### src/rtl/trp_pkg.sv
package trp_pkg;
  localparam int DATA_W = 32;
  localparam int ADDR_W = 7;
  localparam int SR_W   = DATA_W + ADDR_W + 1;

  localparam logic [ADDR_W-1:0] REG_IDENT   = 7'd0;
  localparam logic [ADDR_W-1:0] REG_DEPTH   = 7'd1;
  localparam logic [ADDR_W-1:0] REG_WIDTH   = 7'd2;
  localparam logic [ADDR_W-1:0] REG_STATUS  = 7'd3;
  localparam logic [ADDR_W-1:0] REG_RAMDATA = 7'd4;
  localparam logic [ADDR_W-1:0] REG_RDPTR   = 7'd5;
  localparam logic [ADDR_W-1:0] REG_WRPTR   = 7'd6;
  localparam logic [ADDR_W-1:0] REG_TRIG    = 7'd7;
  localparam logic [ADDR_W-1:0] REG_CTRL    = 7'd8;

  typedef struct packed {
    logic [DATA_W-1:0] data;
    logic [ADDR_W-1:0] addr;
    logic              wr;
  } scan_word_t;
endpackage

### src/rtl/trp_shift.sv
module trp_shift
  import trp_pkg::*;
(
  input  logic              clk,
  input  logic              rst_n,
  input  logic              cap_en,
  input  logic              shf_en,
  input  logic              tdi,
  input  logic [DATA_W-1:0] cap_data,
  output scan_word_t        word_q,
  output logic              tdo
);
  scan_word_t word_d;

  always_comb begin
    word_d = word_q;
    if (cap_en) begin
      word_d.data = cap_data;
      word_d.addr = '0;
      word_d.wr   = 1'b0;
    end else if (shf_en) begin
      word_d = scan_word_t'({tdi, word_q[SR_W-1:1]});
    end
  end

  always_ff @(posedge clk or negedge rst_n) begin
    if (!rst_n) word_q <= '0;
    else if (cap_en || shf_en) word_q <= word_d;
  end

  assign tdo = word_q.wr;
endmodule

### src/rtl/trp_regbank.sv
module trp_regbank
  import trp_pkg::*;
#(
  parameter int          PTR_W     = 4,
  parameter int          TRIG_W    = 32,
  parameter int          CTRL_W    = 2,
  parameter int          STAT_W    = 4,
  parameter logic [31:0] ID_VAL    = 32'h5A31_0C07,
  parameter logic [31:0] WIDTH_VAL = 32'd32
) (
  input  logic              clk,
  input  logic              rst_n,
  input  logic              upd_en,
  input  logic              upd_wr,
  input  logic [ADDR_W-1:0] upd_addr,
  input  logic [DATA_W-1:0] upd_data,
  input  logic [STAT_W-1:0] status_in,
  input  logic [DATA_W-1:0] ram_rdata,
  output logic [DATA_W-1:0] rd_result,
  output logic [PTR_W-1:0]  rptr_q,
  output logic [PTR_W-1:0]  wptr_q,
  output logic [TRIG_W-1:0] trig_q,
  output logic [CTRL_W-1:0] ctrl_q
);
  localparam logic [DATA_W-1:0] DEPTH_VAL = DATA_W'(1) << PTR_W;

  logic [DATA_W-1:0] rd_mux, rd_result_d;
  logic [PTR_W-1:0]  rptr_d, wptr_d;
  logic [TRIG_W-1:0] trig_d;
  logic [CTRL_W-1:0] ctrl_d;
  logic              do_wr, do_rd;

  assign do_wr = upd_en &&  upd_wr;
  assign do_rd = upd_en && !upd_wr;

  always_comb begin
    case (upd_addr)
      REG_IDENT:   rd_mux = ID_VAL;
      REG_DEPTH:   rd_mux = DEPTH_VAL;
      REG_WIDTH:   rd_mux = WIDTH_VAL;
      REG_STATUS:  rd_mux = DATA_W'(status_in);
      REG_RAMDATA: rd_mux = ram_rdata;
      REG_RDPTR:   rd_mux = DATA_W'(rptr_q);
      REG_WRPTR:   rd_mux = DATA_W'(wptr_q);
      REG_TRIG:    rd_mux = DATA_W'(trig_q);
      REG_CTRL:    rd_mux = DATA_W'(ctrl_q);
      default:     rd_mux = '0;
    endcase
  end

  always_comb begin
    rd_result_d = rd_result;
    rptr_d      = rptr_q;
    wptr_d      = wptr_q;
    trig_d      = trig_q;
    ctrl_d      = ctrl_q;
    if (do_rd) begin
      rd_result_d = rd_mux;
      if (upd_addr == REG_RAMDATA) rptr_d = rptr_q + 1'b1;
    end
    if (do_wr) begin
      case (upd_addr)
        REG_RDPTR: rptr_d = upd_data[PTR_W-1:0];
        REG_WRPTR: wptr_d = upd_data[PTR_W-1:0];
        REG_TRIG:  trig_d = upd_data[TRIG_W-1:0];
        REG_CTRL:  ctrl_d = upd_data[CTRL_W-1:0];
        default:   ;
      endcase
    end
  end

  always_ff @(posedge clk or negedge rst_n) begin
    if (!rst_n) begin
      rd_result <= '0;
      rptr_q    <= '0;
      wptr_q    <= '0;
      trig_q    <= '0;
      ctrl_q    <= '0;
    end else if (upd_en) begin
      rd_result <= rd_result_d;
      rptr_q    <= rptr_d;
      wptr_q    <= wptr_d;
      trig_q    <= trig_d;
      ctrl_q    <= ctrl_d;
    end
  end
endmodule

### src/rtl/trace_reg_port.sv
module trace_reg_port
  import trp_pkg::*;
#(
  parameter int          PTR_W     = 4,
  parameter int          TRIG_W    = 32,
  parameter int          CTRL_W    = 2,
  parameter int          STAT_W    = 4,
  parameter logic [31:0] ID_VAL    = 32'h5A31_0C07,
  parameter logic [31:0] WIDTH_VAL = 32'd32
) (
  input  logic              clk,
  input  logic              rst_n,
  input  logic              sel,
  input  logic              capture,
  input  logic              shift,
  input  logic              update,
  input  logic              tdi,
  output logic              tdo,
  input  logic [STAT_W-1:0] status_in,
  input  logic [31:0]       ram_rdata,
  output logic [PTR_W-1:0]  ram_raddr,
  output logic [PTR_W-1:0]  wptr_o,
  output logic [TRIG_W-1:0] trig_o,
  output logic [CTRL_W-1:0] ctrl_o
);
  scan_word_t        word_q;
  logic [DATA_W-1:0] rd_result;
  logic              cap_en, shf_en, upd_en;

  assign cap_en = sel && capture;
  assign shf_en = sel && shift;
  assign upd_en = sel && update;

  trp_shift u_shift (
    .clk      (clk),
    .rst_n    (rst_n),
    .cap_en   (cap_en),
    .shf_en   (shf_en),
    .tdi      (tdi),
    .cap_data (rd_result),
    .word_q   (word_q),
    .tdo      (tdo)
  );

  trp_regbank #(
    .PTR_W(PTR_W), .TRIG_W(TRIG_W), .CTRL_W(CTRL_W), .STAT_W(STAT_W),
    .ID_VAL(ID_VAL), .WIDTH_VAL(WIDTH_VAL)
  ) u_bank (
    .clk       (clk),
    .rst_n     (rst_n),
    .upd_en    (upd_en),
    .upd_wr    (word_q.wr),
    .upd_addr  (word_q.addr),
    .upd_data  (word_q.data),
    .status_in (status_in),
    .ram_rdata (ram_rdata),
    .rd_result (rd_result),
    .rptr_q    (ram_raddr),
    .wptr_q    (wptr_o),
    .trig_q    (trig_o),
    .ctrl_q    (ctrl_o)
  );
endmodule

### config.mk
export PLATFORM = sky130hd
export DESIGN_NAME = trace_reg_port
export DESIGN_NICKNAME = d
export VERILOG_FILES = /design/src/rtl/trp_pkg.sv /design/src/rtl/trp_shift.sv /design/src/rtl/trp_regbank.sv /design/src/rtl/trace_reg_port.sv
export SDC_FILE = /design/constraint.sdc
export NUM_CORES = 1
export LEC_CHECK = 0
export BUFFER_PORTS_ARGS = -buffer_cell sky130_fd_sc_hd__buf_2
export CORE_MARGIN = 3
export CORE_UTILIZATION = 61
export CTS_CLUSTER_DIAMETER = 80
export DETAILED_ROUTE_END_ITERATION = 10
export PLACE_DENSITY_LB_ADDON = 0.12
export SETUP_SLACK_MARGIN = 0.5
export SYNTH_ARGS = -nofsm -noshare
export SYNTH_HDL_FRONTEND = slang
export SYNTH_SLANG_ARGS = --single-unit
### constraint.sdc
create_clock -name clk -period 2.6 [get_ports clk]
set_input_delay 0.26 -clock clk [delete_from_list [all_inputs] [get_ports clk]]
set_output_delay 0.26 -clock clk [all_outputs]
set_load 0.05 [all_outputs]
==> metrics.txt <==
status finished clean; crit path DAT around 2400 ps; synthesized instance count between 400 and 500; Power Dens Cells about 740 nW/um^2; detailed-route via count 4,063; area growth from synthesis to layout 26.2%; crit path max-delay cell type or3_4; net switching fraction of the power between 20 and 25%; Die Y-Extent 98.3 um; fin crit period between 2000 and 2500 ps; final cycle utilization of the critical path 77.5%; Clk pin slew, worst setup/hold paths about 60 ps; post-DP HPWL roughly 7900 um; sequential power share 41.1%; final wirelength between 10,000 and 15,000 um; Clk pwr share between 50% and 60%; Mapped Avg Cell Area about 11 sq um; H-tree levels 4; Root Driver clkbuf_8; Starting Density a little over three fifths; Max Cap Viol 0; maximum clock frequency between 400 and 500 MHz; Die Area around 9700 sq um; CP startpoint kind flip-flop; Slew HR about half; Synth Warn # 0; Int Pwr approximately 3.8 mW; Final #Nets slightly above 600; drt drc 0; crit path kind reg2reg; GP Congestion 0.880; Min-Delay Path Class in2reg; row count 33; crit path capture type flip-flop; LEAKAGE between 3 and 4 nW; Psw around 1.1 mW; max-slew violation count 0; Placement Setup Slack roughly 500 ps; worst path cell trace or3_4 -> nor2_4 -> nand3_4 -> buf_12 -> mux2_1; drt wl/cell ~19 um; most common cell after layout, fill and taps aside dfrtp_1; worst path required time between 2000 and 3000 ps; r2r setup slk roughly 580 ps; Worst Path Buf+Inv 1; drt first-iter violations slightly below 200; initial antenna violation count 0; final hold violations 0; Seq cells post-synth ~110; total grt overflow 0; ANT cells 0; vias in the first global route slightly above 4,000; Core Region a little over 8000 sq um; number of synthesized flops with an enable pin 0; Peak VDD IR just under 500 uV; GR Util All Layers 28.2%; clock sink count 114; largest net degree at the start of global routing 59; Most used DFF post-synth dfrtp_1; post-route ant nets 0; CP peak stage delay approximately 470 ps; Least-Margin Pin Slew between 700 and 800 ps; via/cell ratio between 5 and 6; unique cell type count in the Yosys netlist 50; most frequent cells in the layout 114 x dfrtp_1, 84 x buf_2, 81 x nand2_1; # IOs between 80 and 90; Syn Nets approximately 500; RSZ-0062 raised after global routing false; utilization after layout 79.4%; DRT Pass-1 Iters 5; Die Width about 98 um; TritonCTS Buffers 17; Post-Syn Area just over 5000 sq um; Worst path top cell family by delay simple AND/OR/NAND/NOR gates; wire length of the first global-routing pass ~21,000 um; Design Power roughly 4.8 mW; setup slack after layout roughly 580 ps; post-synthesis sequential area ratio ~55%; share of cells above drive strength 1 between 30% and 40%; setup TNS 0 ps; CP Max Fanout 21; FFs w/ async S/R, synth between 90% and 100%; CTS tree yes; final setup vio count 0; IO buf count 85; Skew-Pair Late Insertion Delay ~510 ps; skew final roughly 6.9 ps; clock buffer depth 2; Combinational Power Share under 10%
==> cell families (layout without fill, tap and decap cells) <==
group / count (synthesis) / after routing / share of synthesized area [%]
and+or+nand+nor: 126 / 126 / 12.1
DFF: 114 / 114 / 54.9
AOI/OAI and AO/OA: 110 / 110 / 13.5
muxes: 75 / 75 / 15.6
buffers and inverters: 35 / 151 / 3.71
adders and majority gates: 1 / 1 / 0.241
==> flip-flops by register name (all words and copies together) (netlist names) <==
| register | flops |
|---|---|
| u_shift.tdo | 1 |
| u_bank.wptr_q | 4 |
| u_shift.word_q | 39 |
| u_bank.ctrl_q | 2 |
| u_bank.rd_result | 32 |
| u_bank.rptr_q | 4 |
| u_bank.trig_q | 32 |
==> layout make-up <==
type	instances	area [sq um]
Sequential cell	114	2850
Multi-Input combinational cell	312	2170
Fill cell	527	1700
Timing Repair Buffer	117	751
Clock buffer	22	463
Clock inverter	9	178
Tap cell	105	131
Inverter	3	11.3
==> per-layer routing <==
metal  global-route usage (%)  share of wire, %  vias to the layer above
li1                         -                 -                     1867
met1                     38.2                43                     2025
met2                     45.0                50                      154
met3                     7.07               6.0                       17
met4                     9.14               1.5                        0
met5                        0                 0                        -
==> timing repair <==
| item | in CTS | in global routing |
|---|---|---|
| gates resized for setup | 1 | 0 |
| setup endpoints to repair | 2 | 2 |
| hold buffers | 18 | 0 |
| endpoints found under the hold margin | 73 | 0 |
| buffers inserted | 0 | 1 |
==> worst min-delay path, stage by stage <==
cell	delay (ps)
buf_2	80
mux2i_1	50
o21ai_0	160
==> synthesized netlist by cell type (5+ instances only) <==
cell,instances,share of area (%)
a22oi_1,18,2.6
clkbuf_1,15,1.1
nor2_1,5,0.36
a21boi_0,9,1.3
dfrtp_1,114,55
nand2_1,82,5.9
nor3_1,5,0.48
a22o_1,6,1.0
mux2i_1,36,6.9
mux2_2,36,7.8
nand3b_1,6,0.87
buf_6,6,1.3
buf_2,6,0.58
o21ai_0,57,5.5
==> through the flow <==
step | instances | hold WS, ps | instance area [sq um]
floorplan | 461 | -35.6 | 5200
global placement | 632 | 358 | 5720
detailed placement | 632 | 365 | 5720
CTS | 681 | 60.7 | 6550
global route | 682 | 117 | 6560
finish | 682 | 82.2 | 6560
==> path summary, 6_finish.rpt <==
| check | endpoint | startpoint | depth (start not counted) |
|---|---|---|---|
| min in group asynchronous | u_shift.word_q[15] | rst_n | 2 |
| max | u_bank.trig_q[12] | u_shift.word_q[7] | 5 |
| max in group asynchronous | u_shift.word_q[33] | rst_n | 3 |
| min reg2reg | u_bank.rd_result[12] | u_bank.rd_result[12] | 2 |
| max reg2reg | u_bank.trig_q[12] | u_shift.word_q[7] | 5 |
| min | u_shift.word_q[39] | tdi | 3 |
==> power groups by stage <==
stage          combinational, mW  clock [mW]  sequential (mW)
2_1_floorplan              0.179           0             1.98
3_3_place_gp               0.290           0             2.01
3_5_place_dp               0.301           0             2.01
4_1_cts                    0.335        2.54             1.99
5_1_grt                    0.376        2.61             2.00
6_report                   0.331        2.52             1.99
Note: power is estimated with default switching activity, not from simulation.
